### src/rtl/sc_xcvr_pkg.sv
package sc_xcvr_pkg;
  typedef enum logic [1:0] {TX_IDLE, TX_SEND, TX_GUARD} tx_state_e;
  typedef enum logic [1:0] {RX_IDLE, RX_DATA, RX_SIGNAL} rx_state_e;
endpackage

### src/rtl/sc_etu_timer.sv
module sc_etu_timer #(
  parameter int ETU_CYCLES = 16
) (
  input  logic clk_i,
  input  logic rst_ni,
  input  logic run_i,
  output logic mid_o,
  output logic end_o
);
  localparam int CW   = $clog2(ETU_CYCLES);
  localparam int HALF = ETU_CYCLES / 2 - 1;

  logic [CW-1:0] cnt_q;

  assign mid_o = run_i && (cnt_q == CW'(HALF));
  assign end_o = run_i && (cnt_q == CW'(ETU_CYCLES - 1));

  always_ff @(posedge clk_i or negedge rst_ni) begin
    if (!rst_ni)     cnt_q <= '0;
    else if (!run_i) cnt_q <= '0;
    else if (end_o)  cnt_q <= '0;
    else             cnt_q <= cnt_q + 1'b1;
  end
endmodule

### src/rtl/sc_tx_engine.sv
module sc_tx_engine
  import sc_xcvr_pkg::*;
#(
  parameter int ETU_CYCLES = 16,
  parameter int DATA_W     = 8,
  parameter int CNT_W      = 3
) (
  input  logic              clk_i,
  input  logic              rst_ni,
  input  logic              start_i,
  input  logic [DATA_W-1:0] data_i,
  input  logic              two_stop_i,
  input  logic              rty_en_i,
  input  logic [CNT_W-1:0]  rty_cnt_i,
  input  logic              io_i,
  output logic              busy_o,
  output logic              oe_o,
  output logic              done_o,
  output logic              err_o
);
  localparam int BW = $clog2(DATA_W + 4);
  localparam logic [BW-1:0] LAST_DATA = BW'(DATA_W);
  localparam logic [BW-1:0] PAR_IDX   = BW'(DATA_W + 1);
  localparam logic [BW-1:0] GUARD_IDX = BW'(DATA_W + 2);

  tx_state_e         state_q;
  logic [BW-1:0]     bit_q;
  logic [DATA_W-1:0] data_q, sh_q;
  logic              par_q, err_seen_q;
  logic [CNT_W:0]    tries_q, limit;
  logic              etu_mid, etu_end, tx_bit, last_guard;

  sc_etu_timer #(.ETU_CYCLES(ETU_CYCLES)) u_timer (
    .clk_i (clk_i),
    .rst_ni(rst_ni),
    .run_i (state_q != TX_IDLE),
    .mid_o (etu_mid),
    .end_o (etu_end)
  );

  assign limit  = {1'b0, rty_cnt_i} + 1'b1;
  assign busy_o = (state_q != TX_IDLE);
  assign last_guard = two_stop_i ? (bit_q == GUARD_IDX + 1'b1) : (bit_q == GUARD_IDX);

  always_comb begin
    tx_bit = 1'b1;
    if (state_q == TX_SEND) begin
      if (bit_q == '0)              tx_bit = 1'b0;
      else if (bit_q <= LAST_DATA)  tx_bit = sh_q[0];
      else                          tx_bit = par_q;
    end
  end
  assign oe_o = (state_q == TX_SEND) && !tx_bit;

  always_ff @(posedge clk_i or negedge rst_ni) begin
    if (!rst_ni) begin
      state_q    <= TX_IDLE;
      bit_q      <= '0;
      data_q     <= '0;
      sh_q       <= '0;
      par_q      <= 1'b0;
      err_seen_q <= 1'b0;
      tries_q    <= '0;
      done_o     <= 1'b0;
      err_o      <= 1'b0;
    end else begin
      done_o <= 1'b0;
      err_o  <= 1'b0;
      unique case (state_q)
        TX_IDLE: if (start_i) begin
          data_q  <= data_i;
          sh_q    <= data_i;
          par_q   <= ^data_i;
          bit_q   <= '0;
          tries_q <= '0;
          state_q <= TX_SEND;
        end
        TX_SEND: if (etu_end) begin
          if (bit_q != '0 && bit_q <= LAST_DATA) sh_q <= sh_q >> 1;
          if (bit_q == PAR_IDX) begin
            err_seen_q <= 1'b0;
            state_q    <= TX_GUARD;
          end
          bit_q <= bit_q + 1'b1;
        end
        TX_GUARD: begin
          if (etu_mid && bit_q == GUARD_IDX) err_seen_q <= !io_i;
          if (etu_end) begin
            if (!last_guard) begin
              bit_q <= bit_q + 1'b1;
            end else if (err_seen_q && rty_en_i && tries_q < limit) begin
              tries_q <= tries_q + 1'b1;
              sh_q    <= data_q;
              bit_q   <= '0;
              state_q <= TX_SEND;
            end else begin
              done_o  <= 1'b1;
              err_o   <= err_seen_q;
              state_q <= TX_IDLE;
            end
          end
        end
        default: state_q <= TX_IDLE;
      endcase
    end
  end

  AST_TX_TRIES_BOUND: assert property (@(posedge clk_i) disable iff (!rst_ni)
    busy_o |-> tries_q <= limit);
  AST_TX_START_LOW: assert property (@(posedge clk_i) disable iff (!rst_ni)
    $rose(busy_o) |-> oe_o);
  AST_TX_GUARD_RELEASED: assert property (@(posedge clk_i) disable iff (!rst_ni)
    (state_q == TX_GUARD) |-> !oe_o);
endmodule

### src/rtl/sc_rx_engine.sv
module sc_rx_engine
  import sc_xcvr_pkg::*;
#(
  parameter int ETU_CYCLES = 16,
  parameter int DATA_W     = 8,
  parameter int CNT_W      = 3
) (
  input  logic              clk_i,
  input  logic              rst_ni,
  input  logic              en_i,
  input  logic              io_i,
  input  logic              rty_en_i,
  input  logic [CNT_W-1:0]  rty_cnt_i,
  output logic              busy_o,
  output logic              oe_o,
  output logic [DATA_W-1:0] data_o,
  output logic              valid_o,
  output logic              err_o
);
  localparam int BW = $clog2(DATA_W + 4);
  localparam logic [BW-1:0] LAST_DATA = BW'(DATA_W);
  localparam logic [BW-1:0] PAR_IDX   = BW'(DATA_W + 1);

  rx_state_e         state_q;
  logic [BW-1:0]     bit_q;
  logic [DATA_W-1:0] sh_q;
  logic              par_ok_q;
  logic [CNT_W:0]    errs_q, limit;
  logic              etu_mid, etu_end;

  sc_etu_timer #(.ETU_CYCLES(ETU_CYCLES)) u_timer (
    .clk_i (clk_i),
    .rst_ni(rst_ni),
    .run_i (state_q != RX_IDLE),
    .mid_o (etu_mid),
    .end_o (etu_end)
  );

  assign limit  = {1'b0, rty_cnt_i} + 1'b1;
  assign busy_o = (state_q != RX_IDLE);
  assign oe_o   = (state_q == RX_SIGNAL);

  always_ff @(posedge clk_i or negedge rst_ni) begin
    if (!rst_ni) begin
      state_q  <= RX_IDLE;
      bit_q    <= '0;
      sh_q     <= '0;
      par_ok_q <= 1'b0;
      errs_q   <= '0;
      data_o   <= '0;
      valid_o  <= 1'b0;
      err_o    <= 1'b0;
    end else begin
      valid_o <= 1'b0;
      err_o   <= 1'b0;
      unique case (state_q)
        RX_IDLE: if (en_i && !io_i) begin
          bit_q   <= '0;
          state_q <= RX_DATA;
        end
        RX_DATA: begin
          if (etu_mid) begin
            if (bit_q == '0 && io_i)          state_q  <= RX_IDLE;  // glitch, not a start bit
            else if (bit_q != '0 && bit_q <= LAST_DATA)
                                              sh_q     <= {io_i, sh_q[DATA_W-1:1]};
            else if (bit_q == PAR_IDX)        par_ok_q <= !(^sh_q ^ io_i);
          end
          if (etu_end) begin
            if (bit_q != PAR_IDX) begin
              bit_q <= bit_q + 1'b1;
            end else if (par_ok_q) begin
              data_o  <= sh_q;
              valid_o <= 1'b1;
              errs_q  <= '0;
              state_q <= RX_IDLE;
            end else if (rty_en_i && errs_q < limit) begin
              errs_q  <= errs_q + 1'b1;
              state_q <= RX_SIGNAL;
            end else begin
              data_o  <= sh_q;
              err_o   <= 1'b1;
              errs_q  <= '0;
              state_q <= RX_IDLE;
            end
          end
        end
        RX_SIGNAL: if (etu_end) state_q <= RX_IDLE;
        default: state_q <= RX_IDLE;
      endcase
    end
  end

  AST_RX_SIGNAL_NEEDS_EN: assert property (@(posedge clk_i) disable iff (!rst_ni)
    oe_o |-> rty_en_i);
  AST_RX_ERRS_BOUND: assert property (@(posedge clk_i) disable iff (!rst_ni)
    rty_en_i |-> errs_q <= limit);
  AST_RX_VALID_PULSE: assert property (@(posedge clk_i) disable iff (!rst_ni)
    valid_o |=> !valid_o);
endmodule

### src/rtl/sc_char_xcvr.sv
module sc_char_xcvr #(
  parameter int ETU_CYCLES = 16,
  parameter int DATA_W     = 8,
  parameter int CNT_W      = 3
) (
  input  logic              clk_i,
  input  logic              rst_ni,
  input  logic              io_i,
  output logic              io_oe_o,
  input  logic [DATA_W-1:0] tx_data_i,
  input  logic              tx_valid_i,
  input  logic              two_stop_i,
  input  logic              tx_rty_en_i,
  input  logic [CNT_W-1:0]  tx_rty_cnt_i,
  input  logic              rx_rty_en_i,
  input  logic [CNT_W-1:0]  rx_rty_cnt_i,
  output logic [DATA_W-1:0] rx_data_o,
  output logic              rx_valid_o,
  output logic              tx_done_o,
  output logic              tx_err_o,
  output logic              rx_err_o
);
  logic tx_busy, rx_busy, tx_oe, rx_oe, tx_start;

  // new frame only on a quiet, idle line
  assign tx_start = tx_valid_i && !tx_busy && !rx_busy && io_i;
  assign io_oe_o  = tx_oe | rx_oe;

  sc_tx_engine #(.ETU_CYCLES(ETU_CYCLES), .DATA_W(DATA_W), .CNT_W(CNT_W)) u_tx (
    .clk_i     (clk_i),
    .rst_ni    (rst_ni),
    .start_i   (tx_start),
    .data_i    (tx_data_i),
    .two_stop_i(two_stop_i),
    .rty_en_i  (tx_rty_en_i),
    .rty_cnt_i (tx_rty_cnt_i),
    .io_i      (io_i),
    .busy_o    (tx_busy),
    .oe_o      (tx_oe),
    .done_o    (tx_done_o),
    .err_o     (tx_err_o)
  );

  sc_rx_engine #(.ETU_CYCLES(ETU_CYCLES), .DATA_W(DATA_W), .CNT_W(CNT_W)) u_rx (
    .clk_i    (clk_i),
    .rst_ni   (rst_ni),
    .en_i     (!tx_busy),
    .io_i     (io_i),
    .rty_en_i (rx_rty_en_i),
    .rty_cnt_i(rx_rty_cnt_i),
    .busy_o   (rx_busy),
    .oe_o     (rx_oe),
    .data_o   (rx_data_o),
    .valid_o  (rx_valid_o),
    .err_o    (rx_err_o)
  );

  AST_HALF_DUPLEX: assert property (@(posedge clk_i) disable iff (!rst_ni)
    !(tx_busy && rx_busy));
  AST_RX_FLAGS_EXCL: assert property (@(posedge clk_i) disable iff (!rst_ni)
    !(rx_valid_o && rx_err_o));
  AST_TX_ERR_WITH_DONE: assert property (@(posedge clk_i) disable iff (!rst_ni)
    tx_err_o |-> tx_done_o);
  AST_TX_RTY_STABLE: assert property (@(posedge clk_i) disable iff (!rst_ni)
    (tx_rty_en_i && $past(tx_rty_en_i)) |-> $stable(tx_rty_cnt_i));
  AST_RX_RTY_STABLE: assert property (@(posedge clk_i) disable iff (!rst_ni)
    (rx_rty_en_i && $past(rx_rty_en_i)) |-> $stable(rx_rty_cnt_i));
endmodule

### config.mk
export PLATFORM = sky130hd
export DESIGN_NAME = sc_char_xcvr
export DESIGN_NICKNAME = d
export VERILOG_FILES = /design/src/rtl/sc_xcvr_pkg.sv /design/src/rtl/sc_etu_timer.sv /design/src/rtl/sc_tx_engine.sv /design/src/rtl/sc_rx_engine.sv /design/src/rtl/sc_char_xcvr.sv
export SDC_FILE = /design/constraint.sdc
export NUM_CORES = 1
export LEC_CHECK = 0
export CAP_MARGIN = 5
export CORE_MARGIN = 3
export CORE_UTILIZATION = 48
export CTS_CLUSTER_DIAMETER = 40
export DETAILED_ROUTE_END_ITERATION = 8
export PLACE_DENSITY = 0.7
export SYNTH_ARGS = -nofsm -noshare
export SYNTH_HDL_FRONTEND = slang
export SYNTH_SLANG_ARGS = --single-unit
### constraint.sdc
create_clock -name clk_i -period 2.6 [get_ports clk_i]
set_input_delay 0.52 -clock clk_i [delete_from_list [all_inputs] [get_ports clk_i]]
set_output_delay 0.52 -clock clk_i [all_outputs]
set_load 0.005 [all_outputs]
==> reports/qor.txt <==
Status: finished, final reports clean
Via density: 5.370
Die height: 93.54 um
Minimum clock period: 2.490 ns
Post-synthesis simple-gate area fraction: 13.16%
Vias in the first global route: 2614
Crit path largest cell delay: 0.53 ns
Crit path max fanout: 3
All-layer global routing usage: 17.58%
Antenna diodes: 0
Core ar.: 7331 um2
Most frequent cells in the layout: dfrtp_1 (67), mux2_2 (33), clkdlybuf4s50_1 (30)
Post-synthesis net count: 389
CTS tree: built
Std-Cell Rows: 31
FF+latch count, synth: 67
Sequential share of the synthesized area: 45.58%
Critical Path RT: 2.08 ns
H-Tree Depth: 3
Pwr Density: 463.2 nW/um2
Largest family of logic cells by synthesized area: simple AND/OR/NAND/NOR gates
Detailed-route wire length: 7120 um
Post-route cell area: 4508 um2
Fmax: 0.4016 GHz
VDD IR max: 0.0002319 V
Post-synthesis mux area share: 10.92%
Starting Density: 50.18%
Final period util: 95.76%
Syn_area_per_cell: 10.69 um2
Slowest stage cell, crit path: clkdlybuf4s50_1
Port Buffers: 33
WL/cell: 14.16 um
Syn Std Cell Area: 3679 um2
Total Neg Setup Slack: 0 ns
Final GP Congestion: 0.7774
Antenna viol nets, final: 0
Root Driver: clkbuf_8
Critical Path, Cell by Cell: inv_1 > ha_1 > nor2b_2 > nand3_1 > o21ai_0 > o21ai_1 > clkdlybuf4s50_1
Fin. max-slew vios: 0
Clock-pin transition on the worst setup and hold timing paths: 0.08 ns
DP HPWL: 5141 um
Critical path type: reg2out
Final Total Pwr: 2.088 mW
WP data arrival: 1.97 ns
Filler cells: 587
Largest net degree at the start of global routing: 41
Synth Warn #: 0
Die area: 8750 um2
Antenna violations before repair: 0
Clk_lat worst skew: 0.35 ns
Hold Crit Class: in2async
First-pass GRT wire length: 12190 um
Final hold violation count: 0
Critical Path Start Type: register
Pleak: 2.100 nW
Slack of the critical path: 0.1101 ns
Num CTS Buffers: 9
Register Area: 1677 um2
DR iter-0 viols: 102
Maxcap violations: 0
Total grt overflow: 0
DR DRC count: 0
Via total after detailed routing: 2701
Clk sinks: 67
Most common cell after layout, fill and taps aside: dfrtp_1
NumNets Final: 444
Multi-input gate area: 1876 um2
I/O pin total: 34
Placement Setup Slack: -0.4014 ns
Final setup fails: 0
Main synth FF type: dfrtp_1
Skew final: 0.006946 ns
Layout cells sized above 1: 20.54%
Max clock buf depth: 2
Slew margin rel.: 55.21%
Synth-to-layout area growth: 22.55%
Fraction of registers with async set or reset after synthesis: 100.0%
Chip width: 93.54 um
DRT Pass-1 Iters: 4
Cell variety after synth: 52
Adder-Cell Fraction of Synth Area: 8.163%
Post-synth EDFFs: 0
Post-synthesis cell count: 344
RSZ-0062 raised after global routing: no
CP endpoint kind: primary output
Slew @ Worst Pin: 0.6719 ns
Compound-Gate Fraction of Synth Area: 12.59%
Area post-placement: 4267 um2
Xor/xnor share of the synthesized area: 5.952%
sequential cells by signal, summed over array words and instances, names as in the netlist:
signal and count:
u_rx.errs_q 4, u_tx.u_timer.cnt_q 4, u_rx.u_timer.cnt_q 4, u_rx.par_ok_q 1, u_tx.par_q 1, u_tx.data_q 8
u_rx.state_q 2, u_tx.err_seen_q 1, u_tx.done_o 1, u_tx.state_q 2, u_rx.err_o 1, u_tx.sh_q 8
u_rx.data_o 8, u_tx.bit_q 4, u_tx.err_o 1, u_rx.sh_q 8, u_rx.valid_o 1, u_rx.bit_q 4
u_tx.tries_q 4
path summary, 6_finish.rpt:
path | start | end | slack, ns | depth (start not counted)
setup / recovery | u_tx.bit_q[0] | io_oe_o | 0.11 | 7
hold / removal | rst_ni | u_rx.err_o | 0.20 | 1
setup reg to reg | u_tx.state_q[0] | u_tx.sh_q[4] | 0.28 | 8
hold reg to reg | u_tx.data_q[7] | u_tx.data_q[7] | 0.49 | 2
max in group asynchronous | rst_ni | u_tx.sh_q[7] | 1.75 | 2
min in group clk_i | u_tx.data_q[7] | u_tx.data_q[7] | 0.49 | 2
power by group:
part	internal, mW	switching [mW]	total (mW)
sequential	1.04	0	1.04
clock	0.497	0.420	0.917
combinational	0.0667	0.0630	0.130
total	1.60	0.483	2.09
area by class of cell:
| class | count | share of cell area (%) |
|---|---|---|
| Multi-Input combinational cell | 243 | 41.60 |
| Sequential cell | 67 | 37.19 |
| Timing Repair Buffer | 58 | 12.13 |
| Clock buffer | 11 | 3.358 |
| Tap cell | 99 | 2.748 |
| Inverter | 20 | 1.665 |
| Clock inverter | 5 | 1.304 |
cells in the mapped netlist (4+ instances only):
cell type,n,share of area [%]
mux2_2,33,10
nand2_1,10,1.0
a21oi_1,17,2.3
xnor2_1,24,5.7
buf_2,5,0.68
nor2b_1,5,0.85
nand3_1,10,1.4
nor2_1,28,2.9
o21a_1,4,0.82
dfrtp_1,67,46
nor3_1,5,0.68
a22oi_1,7,1.4
o21ai_0,20,2.7
ha_1,24,8.2
clkbuf_1,9,0.92
and3_1,4,0.68
nand4b_1,5,1.2
a31oi_1,4,0.68
inv_1,20,2.0
what timing repair did:
action	4_1_cts	5_1_grt
resized for setup	2	4
hold buffers	0	0
setup endpoints to repair	9	11
setup buffers	1	1
pin swaps	0	2
critical path: cells and delay by family, from the launching register on:
kind | cells | cell delay [ns]
buffers and inverters | 2 | 0.59
adder cells (fa/ha/maj) | 1 | 0.19
AO/OA/AOI/OAI | 2 | 0.24
flip-flops | 1 | 0.35
AND/OR/NAND/NOR | 2 | 0.25
metal layers:
| metal | routed length, um | vias up | GRT usage (%) | part of all wire (%) |
|---|---|---|---|---|
| met5 | 0 | - | 0 | 0 |
| met4 | 81 | 0 | 6.017 | 1.1 |
| met3 | 223 | 7 | 3.862 | 3.1 |
| met2 | 3248 | 40 | 26.33 | 46 |
| met1 | 3566 | 1319 | 25.25 | 50 |
| li1 | - | 1335 | - | - |
kinds of logic after synthesis:
group           count (synthesis)
buf+inv                        34
fa+ha+maj                      24
simple gates                   89
flops                          67
compound gates                 69
xor+xnor                       25
mux                            36
per-stage QoR:
stage,utilization [%],cells,hold slack (ns)
floorplan,-,344,0.2244
global placement,58.20,485,0.4692
detailed placement,58.20,485,0.4708
CTS,61.26,502,0.2131
global route,61.50,503,0.2386
finish,61.50,503,0.1998
Power figures use the tool's default switching activity.
